===== config.mk =====
export PLATFORM = sky130hd
export DESIGN_NAME = irq_route_bank
export DESIGN_NICKNAME = d
export VERILOG_FILES = /design/src/rtl/irq_route_pkg.sv /design/src/rtl/irq_route_decode.sv /design/src/rtl/irq_route_match.sv /design/src/rtl/irq_route_bank.sv
export SDC_FILE = /design/constraint.sdc
export NUM_CORES = 2
export LEC_CHECK = 0
export BUFFER_PORTS_ARGS = -buffer_cell sky130_fd_sc_hd__buf_2
export CAP_MARGIN = 20
export CORE_MARGIN = 2
export CORE_UTILIZATION = 55
export DETAILED_ROUTE_END_ITERATION = 8
export GPL_TIMING_DRIVEN = 0
export MAX_ROUTING_LAYER = met4
export PLACE_DENSITY = 0.84
export SYNTH_ARGS = -nofsm -noshare
export SYNTH_HDL_FRONTEND = slang
export SYNTH_SLANG_ARGS = --single-unit

===== constraint.sdc =====
create_clock -name clk -period 3 [get_ports clk]
set_input_delay 0.45 -clock clk [delete_from_list [all_inputs] [get_ports clk]]
set_output_delay 0.45 -clock clk [all_outputs]
set_load 0.005 [all_outputs]

===== src/rtl/irq_route_pkg.sv =====
package irq_route_pkg;
  localparam int AFF_W  = 24;
  localparam int DATA_W = 64;
  localparam int PRIV_IDS = 32;
  typedef logic [AFF_W-1:0] aff_t;
endpackage


===== src/rtl/irq_route_decode.sv =====
module irq_route_decode
  import irq_route_pkg::*;
#(
  parameter int NUM_SPI = 32,
  parameter int ADDR_W  = 13,
  localparam int ID_W   = ADDR_W - 3,
  localparam int IDX_W  = (NUM_SPI > 1) ? $clog2(NUM_SPI) : 1
) (
  input  logic              clk,
  input  logic              rst_n,
  input  logic [ADDR_W-1:0] addr_i,
  input  logic              sz64_i,
  output logic              inrange_o,
  output logic              hit_o,
  output logic [IDX_W-1:0]  idx_o
);
  localparam logic [ID_W:0] FIRST_ID = (ID_W+1)'(PRIV_IDS);
  localparam logic [ID_W:0] END_ID   = (ID_W+1)'(PRIV_IDS + NUM_SPI);

  logic [ID_W-1:0] id;
  logic [ID_W-1:0] rel;
  logic            upper;

  always_comb begin
    id        = addr_i[ADDR_W-1:3];
    upper     = !sz64_i && addr_i[2];
    inrange_o = ({1'b0, id} >= FIRST_ID) && ({1'b0, id} < END_ID);
    hit_o     = inrange_o && !upper;
    rel       = id - FIRST_ID[ID_W-1:0];
    idx_o     = rel[IDX_W-1:0];
  end

  // a 32-bit access to the upper word never reaches storage
  assert_upper_inert_R4: assert property (@(posedge clk) disable iff (!rst_n)
    (!sz64_i && addr_i[2]) |-> !hit_o);

  // private IDs are never decoded as shared
  assert_private_inert_R5: assert property (@(posedge clk) disable iff (!rst_n)
    (addr_i[ADDR_W-1:3] < ID_W'(PRIV_IDS)) |-> !inrange_o);
endmodule


===== src/rtl/irq_route_match.sv =====
module irq_route_match
  import irq_route_pkg::*;
#(
  parameter int NUM_CORES = 4,
  parameter logic [NUM_CORES*24-1:0] CORE_AFF = '0,
  localparam int CORE_W = (NUM_CORES > 1) ? $clog2(NUM_CORES) : 1
) (
  input  aff_t              aff_i,
  output logic [CORE_W-1:0] core_o,
  output logic              hit_o
);
  logic [NUM_CORES-1:0] eq;

  for (genvar c = 0; c < NUM_CORES; c++) begin : g_cmp
    assign eq[c] = (CORE_AFF[c*AFF_W +: AFF_W] == aff_i);
  end

  // lowest matching core index wins
  always_comb begin
    core_o = '0;
    hit_o  = 1'b0;
    for (int c = NUM_CORES - 1; c >= 0; c--) begin
      if (eq[c]) begin
        core_o = CORE_W'(c);
        hit_o  = 1'b1;
      end
    end
  end
endmodule


===== src/rtl/irq_route_bank.sv =====
module irq_route_bank
  import irq_route_pkg::*;
#(
  parameter int NUM_SPI   = 32,
  parameter int NUM_CORES = 4,
  parameter int ADDR_W    = 13,
  parameter logic [NUM_CORES*24-1:0] CORE_AFF =
    {24'h010000, 24'h000100, 24'h000001, 24'h000000},
  localparam int ID_W   = ADDR_W - 3,
  localparam int CORE_W = (NUM_CORES > 1) ? $clog2(NUM_CORES) : 1
) (
  input  logic              clk,
  input  logic              rst_n,
  input  logic [ADDR_W-1:0] addr,
  input  logic              wr_en,
  input  logic              sz64,
  input  logic [63:0]       wdata,
  output logic [63:0]       rdata,
  input  logic [ID_W-1:0]   lk_id,
  output logic [CORE_W-1:0] lk_core,
  output logic              lk_valid
);
  localparam int IDX_W = (NUM_SPI > 1) ? $clog2(NUM_SPI) : 1;

  aff_t        [NUM_SPI-1:0] aff_q;
  logic        [NUM_SPI-1:0] val_q;
  logic [NUM_SPI-1:0][CORE_W-1:0] core_q;

  logic             acc_inrange, acc_hit;
  logic [IDX_W-1:0] acc_idx;
  logic             lk_inrange, lk_hit_unused;
  logic [IDX_W-1:0] lk_idx;

  aff_t              aff_d;
  logic [CORE_W-1:0] core_d, core_rst;
  logic              val_d, val_rst;
  logic              wr_go;

  // register access decode
  irq_route_decode #(.NUM_SPI(NUM_SPI), .ADDR_W(ADDR_W)) u_acc_dec (
    .clk(clk), .rst_n(rst_n),
    .addr_i(addr), .sz64_i(sz64),
    .inrange_o(acc_inrange), .hit_o(acc_hit), .idx_o(acc_idx)
  );

  // lookup decode, same range rules
  irq_route_decode #(.NUM_SPI(NUM_SPI), .ADDR_W(ADDR_W)) u_lk_dec (
    .clk(clk), .rst_n(rst_n),
    .addr_i({lk_id, 3'b000}), .sz64_i(1'b1),
    .inrange_o(lk_inrange), .hit_o(lk_hit_unused), .idx_o(lk_idx)
  );

  // resolve the incoming affinity
  irq_route_match #(.NUM_CORES(NUM_CORES), .CORE_AFF(CORE_AFF)) u_wr_match (
    .aff_i(aff_d), .core_o(core_d), .hit_o(val_d)
  );

  // resolve the reset affinity (zero)
  irq_route_match #(.NUM_CORES(NUM_CORES), .CORE_AFF(CORE_AFF)) u_rst_match (
    .aff_i('0), .core_o(core_rst), .hit_o(val_rst)
  );

  // next state
  always_comb begin
    aff_d = wdata[AFF_W-1:0];
    wr_go = wr_en && acc_hit;
  end

  // state registers with write enable
  always_ff @(posedge clk or negedge rst_n) begin
    if (!rst_n) begin
      for (int i = 0; i < NUM_SPI; i++) begin
        aff_q[i]  <= '0;
        core_q[i] <= core_rst;
        val_q[i]  <= val_rst;
      end
    end else if (wr_go) begin
      aff_q[acc_idx]  <= aff_d;
      core_q[acc_idx] <= core_d;
      val_q[acc_idx]  <= val_d;
    end
  end

  // read path
  always_comb begin
    rdata = '0;
    if (acc_hit) rdata[AFF_W-1:0] = aff_q[acc_idx];
  end

  // lookup path
  always_comb begin
    lk_core  = '0;
    lk_valid = 1'b0;
    if (lk_inrange) begin
      lk_core  = core_q[lk_idx];
      lk_valid = val_q[lk_idx];
    end
  end

  // a write that misses the shared lower words changes nothing
  assert_miss_no_store_R4: assert property (@(posedge clk) disable iff (!rst_n)
    (wr_en && !acc_hit) |=> $stable(aff_q));

  // a decoded write stores exactly the low 24 data bits
  assert_store_low_R3: assert property (@(posedge clk) disable iff (!rst_n)
    (wr_en && acc_hit) |=> aff_q[$past(acc_idx)] == $past(wdata[AFF_W-1:0]));

  // a valid lookup names a core whose table entry equals the stored affinity
  assert_route_match_R8: assert property (@(posedge clk) disable iff (!rst_n)
    lk_valid |-> (CORE_AFF[lk_core*AFF_W +: AFF_W] == aff_q[lk_idx]));

  // IDs outside the shared range never report a target
  assert_lk_range_R6: assert property (@(posedge clk) disable iff (!rst_n)
    !lk_inrange |-> !lk_valid);

  // bits above the affinity always read zero
  assert_rdata_high_R7: assert property (@(posedge clk) disable iff (!rst_n)
    acc_inrange |-> (rdata[63:AFF_W] == '0));
endmodule


==> metrics.md <==
| Metric | Value |
|---|---|
| DP HPWL | 79.5 mm |
| First-pass GRT wire length | 171 mm |
| Routed WL | 115 mm |
| Core ar. | 71500 um2 |
| Top FF cell, synth | dfrtp_1 |
| Most common cell after layout, fill and taps aside | mux2_2 |
| Tmin final | between 3 and 4 ns |
| Internal | 19.0 mW |
| Layout Nets | 2831 |
| Final setup violation count | 34 |
| Violated checks | setup timing |
| Global route hottest layer | met2 |
| Top area cells in the synthesized netlist | dfrtp_1 52%, mux2_2 25%, mux4_2 11% |
| R2r endpoint | aff_q[734] |
| Total CTS buffers | between 80 and 90 |
| Worst path arrival time | about 3.7 ns |
| Setup slack after layout | -0.0542 ns |
| Reg clk slew, reported paths | 0.06 ns |
| Io pins | 158 |
| Clk pwr share | between 40 and 50% |
| Number of remaining DRC errors | 0 |
| EDFF count, synth | 0 |
| Top achievable clock speed | 0.327 GHz |
| YS warnings | 0 |
| Clk sinks | about 860 |
| Crit end category | flip-flop |
| Max-Cap Viols | 0 |
| Final Slew Violations | 0 |
| Worst r2r src | aff_q[734] |
| HP Class | primary input to flip-flop |
| M2 GR Usage | between 40% and 50% |
| Syn Inst Count | roughly 2500 |
| #FFs+latches synth | 864 |
| Starting density of the core | ~55% |
| Via count | 24800 |
| Yosys top cell by area | dfrtp_1 |
| Maximum VDD drop | approximately 520 uV |
| Total grt overflow | 0 |
| Post-synthesis sequential area ratio | a little over half |
| Flop pwr share | a little under half |
| Drt pass-1 iters | 7 |
| Status | finished, violations left |
| Crit Path Class | primary input to flip-flop |
| H-tree depth | 3 |
| Std cell rows | 98 |
| Buffers on Ports | 70 |
| Share of the synthesized area in the top cell type | a little over half |
| Wire per inst | a little over 30 um |
| Hold endpoint | aff_q[725] |
| Pwr dens | 549 nW/um2 |
| Pin count of the biggest net entering global routing | 138 |
| TritonCTS clock tree | built |
| Setup Skew | 0 ns |
| Initial antenna violation count | 5 |
| Most frequent cells in the layout | 880 x mux2_2, 832 x dfrtp_1, 202 x mux4_2 |
| Clk root buf | clkbuf_16 |
| Gpl congestion | 0.942 |
| Met1 usage | 40.7% |
| Routed Antenna Nets | 0 |
| Fin. Hold Viols | 0 |
| Vias in the first global route | about 26000 |
| Die span in x | 273 um |
| RSZ-0062 raised after global routing | yes |
| Final period util | 102% |
| Die area | 74300 um2 |
| Fillers | about 4800 |
| Distinct cell type count of the synthesized netlist | 48 |
| Max-slew headroom | 24.0% |
| Post-DP Area | 41600 um2 |
| Die height | 273 um |
| Ys async rst share | between 90% and 100% |
| Worst-path fanout max | 10 |
| Worst reg2reg setup slack | 2.18 ns |
| Clock latency on the worst-skew pair | 0.66 ns |
| WHS Path Cells | 2 |
| Worst-Margin Slew | around 1.1 ns |
| Cell count after placement | 3604 |
| Post-Synthesis Mean Instance Area | 15.6 um2 |
| Starting DRC count in detailed routing | 2830 |
| Post-layout util | 63.3% |
| Worst setup SP type | primary input |
| Switch share | 23.7% |
| Hold wc startpoint | wdata[5] |
| Comb pwr share | 6.1% |
| Via/cell ratio | 6.59 |
| Worst Reg-to-Reg Cells | 1 |
| Tot Pwr | 24.8 mW |
| Fin Hold WS | between 0.1 and 0.15 ns |
| Post-route cell area | 45300 um2 |
| Worst slack at placement | -1.40 ns |
| Clock buffer depth | 3 |
| Mapped Area | 39700 um2 |
| Met3 Usage GRT | 9.54% |
| Layout area overhead | 14.1% |
| Setup TNS | -0.736 ns |
| Leakage power | 22.1 nW |
| Non-Filler Instances | 3765 |
| Total global-route track usage | 32.2% |
| Switching power total | 5.88 mW |
| WP data required | ~3.6 ns |
| Layout cells sized above 1 | 54.4% |
[Yosys cell counts (all sizes together) (5+ instances only)]
cell / number
mux2: 896
clkbuf: 170
a221oi: 12
a2111oi: 5
dfrtp: 832
dfstp: 32
or3: 5
nor2: 8
o22a: 12
nor2b: 24
nand2: 23
nand4: 5
nand2b: 8
mux2i: 23
mux4: 202
o21ai: 14
nor4: 14
or2: 7
a211o: 21
a211oi: 27
o22ai: 47
nor3: 7
buf: 115
[how the worst max path moves through the flow]
stage / from / to / slack, ns
2_1_floorplan: addr[3] / rdata[12] / 0.46
3_3_place_gp: rst_n / aff_q[354] / -15.23
3_5_place_dp: addr[5] / rdata[2] / -1.40
4_1_cts: addr[3] / rdata[6] / 0.002
5_1_grt: sz64 / aff_q[454] / -0.05
6_report: wdata[14] / core_q[14] / -0.05
[flip-flops by register name, indices dropped and copies added (netlist names)]
register,cells
val_q,32
core_q,64
aff_q,768
[kinds of logic (layout without fill, tap and decap cells)]
| family | Yosys count | count (layout) | synth area share, % |
|---|---|---|---|
| mux | 1121 | 1121 | 37.5 |
| flops | 864 | 864 | 54.6 |
| buf+inv | 287 | 519 | 3.35 |
| compound gates | 145 | 145 | 2.68 |
| simple gates | 117 | 117 | 1.80 |
| xor+xnor | 2 | 2 | 0.0442 |
| fa+ha+maj | 1 | 1 | 0.0252 |
| other cells | 1 | 46 | 0.00945 |
[metal layers]
metal	vias to the layer above	wire length, um
met5	-	0
met4	0	5880
met3	392	11500
met2	1366	52900
met1	13200	44300
li1	9842	-
[critical path: stages]
cell and delay [ns]:
buf_2 0.22, nor4_1 0.70, nand4_1 0.49, nor4_1 1.05, clkbuf_1 0.47, mux2_2 0.26
[power by group through the flow]
stage | combinational, mW | sequential (mW) | clock [mW]
3_3_place_gp | 1.31 | 12.0 | 0
5_1_grt | 1.61 | 11.8 | 11.9
2_1_floorplan | 0.704 | 12.0 | 0
6_report | 1.52 | 11.8 | 11.5
4_1_cts | 1.47 | 11.8 | 11.5
3_5_place_dp | 1.40 | 12.0 | 0
[final cells by class]
| class | count | area, um2 | area share (%) |
|---|---|---|---|
| Clock buffer | 126 | 2520 | 5.58 |
| Clock inverter | 32 | 485 | 1.07 |
| Sequential cell | 864 | 21700 | 47.9 |
| Buffer | 278 | 1680 | 3.71 |
| Tap cell | 950 | 1190 | 2.63 |
| Timing Repair Buffer | 81 | 586 | 1.29 |
| Multi-Input combinational cell | 1426 | 17100 | 37.8 |
| Inverter | 2 | 7.51 | 0.0166 |
| Antenna cell | 6 | 15.0 | 0.0332 |
[what timing repair did]
| item | 4_1_cts | 5_1_grt |
|---|---|---|
| resized for setup | 186 | 52 |
| setup buffers | 3 | 0 |
| pin swaps | 5 | 2 |
| endpoints found under the hold margin | 115 | 0 |
| hold buffers | 1 | 0 |
| setup endpoints to repair | 27 | 24 |
(Power assumes the default switching activity.)
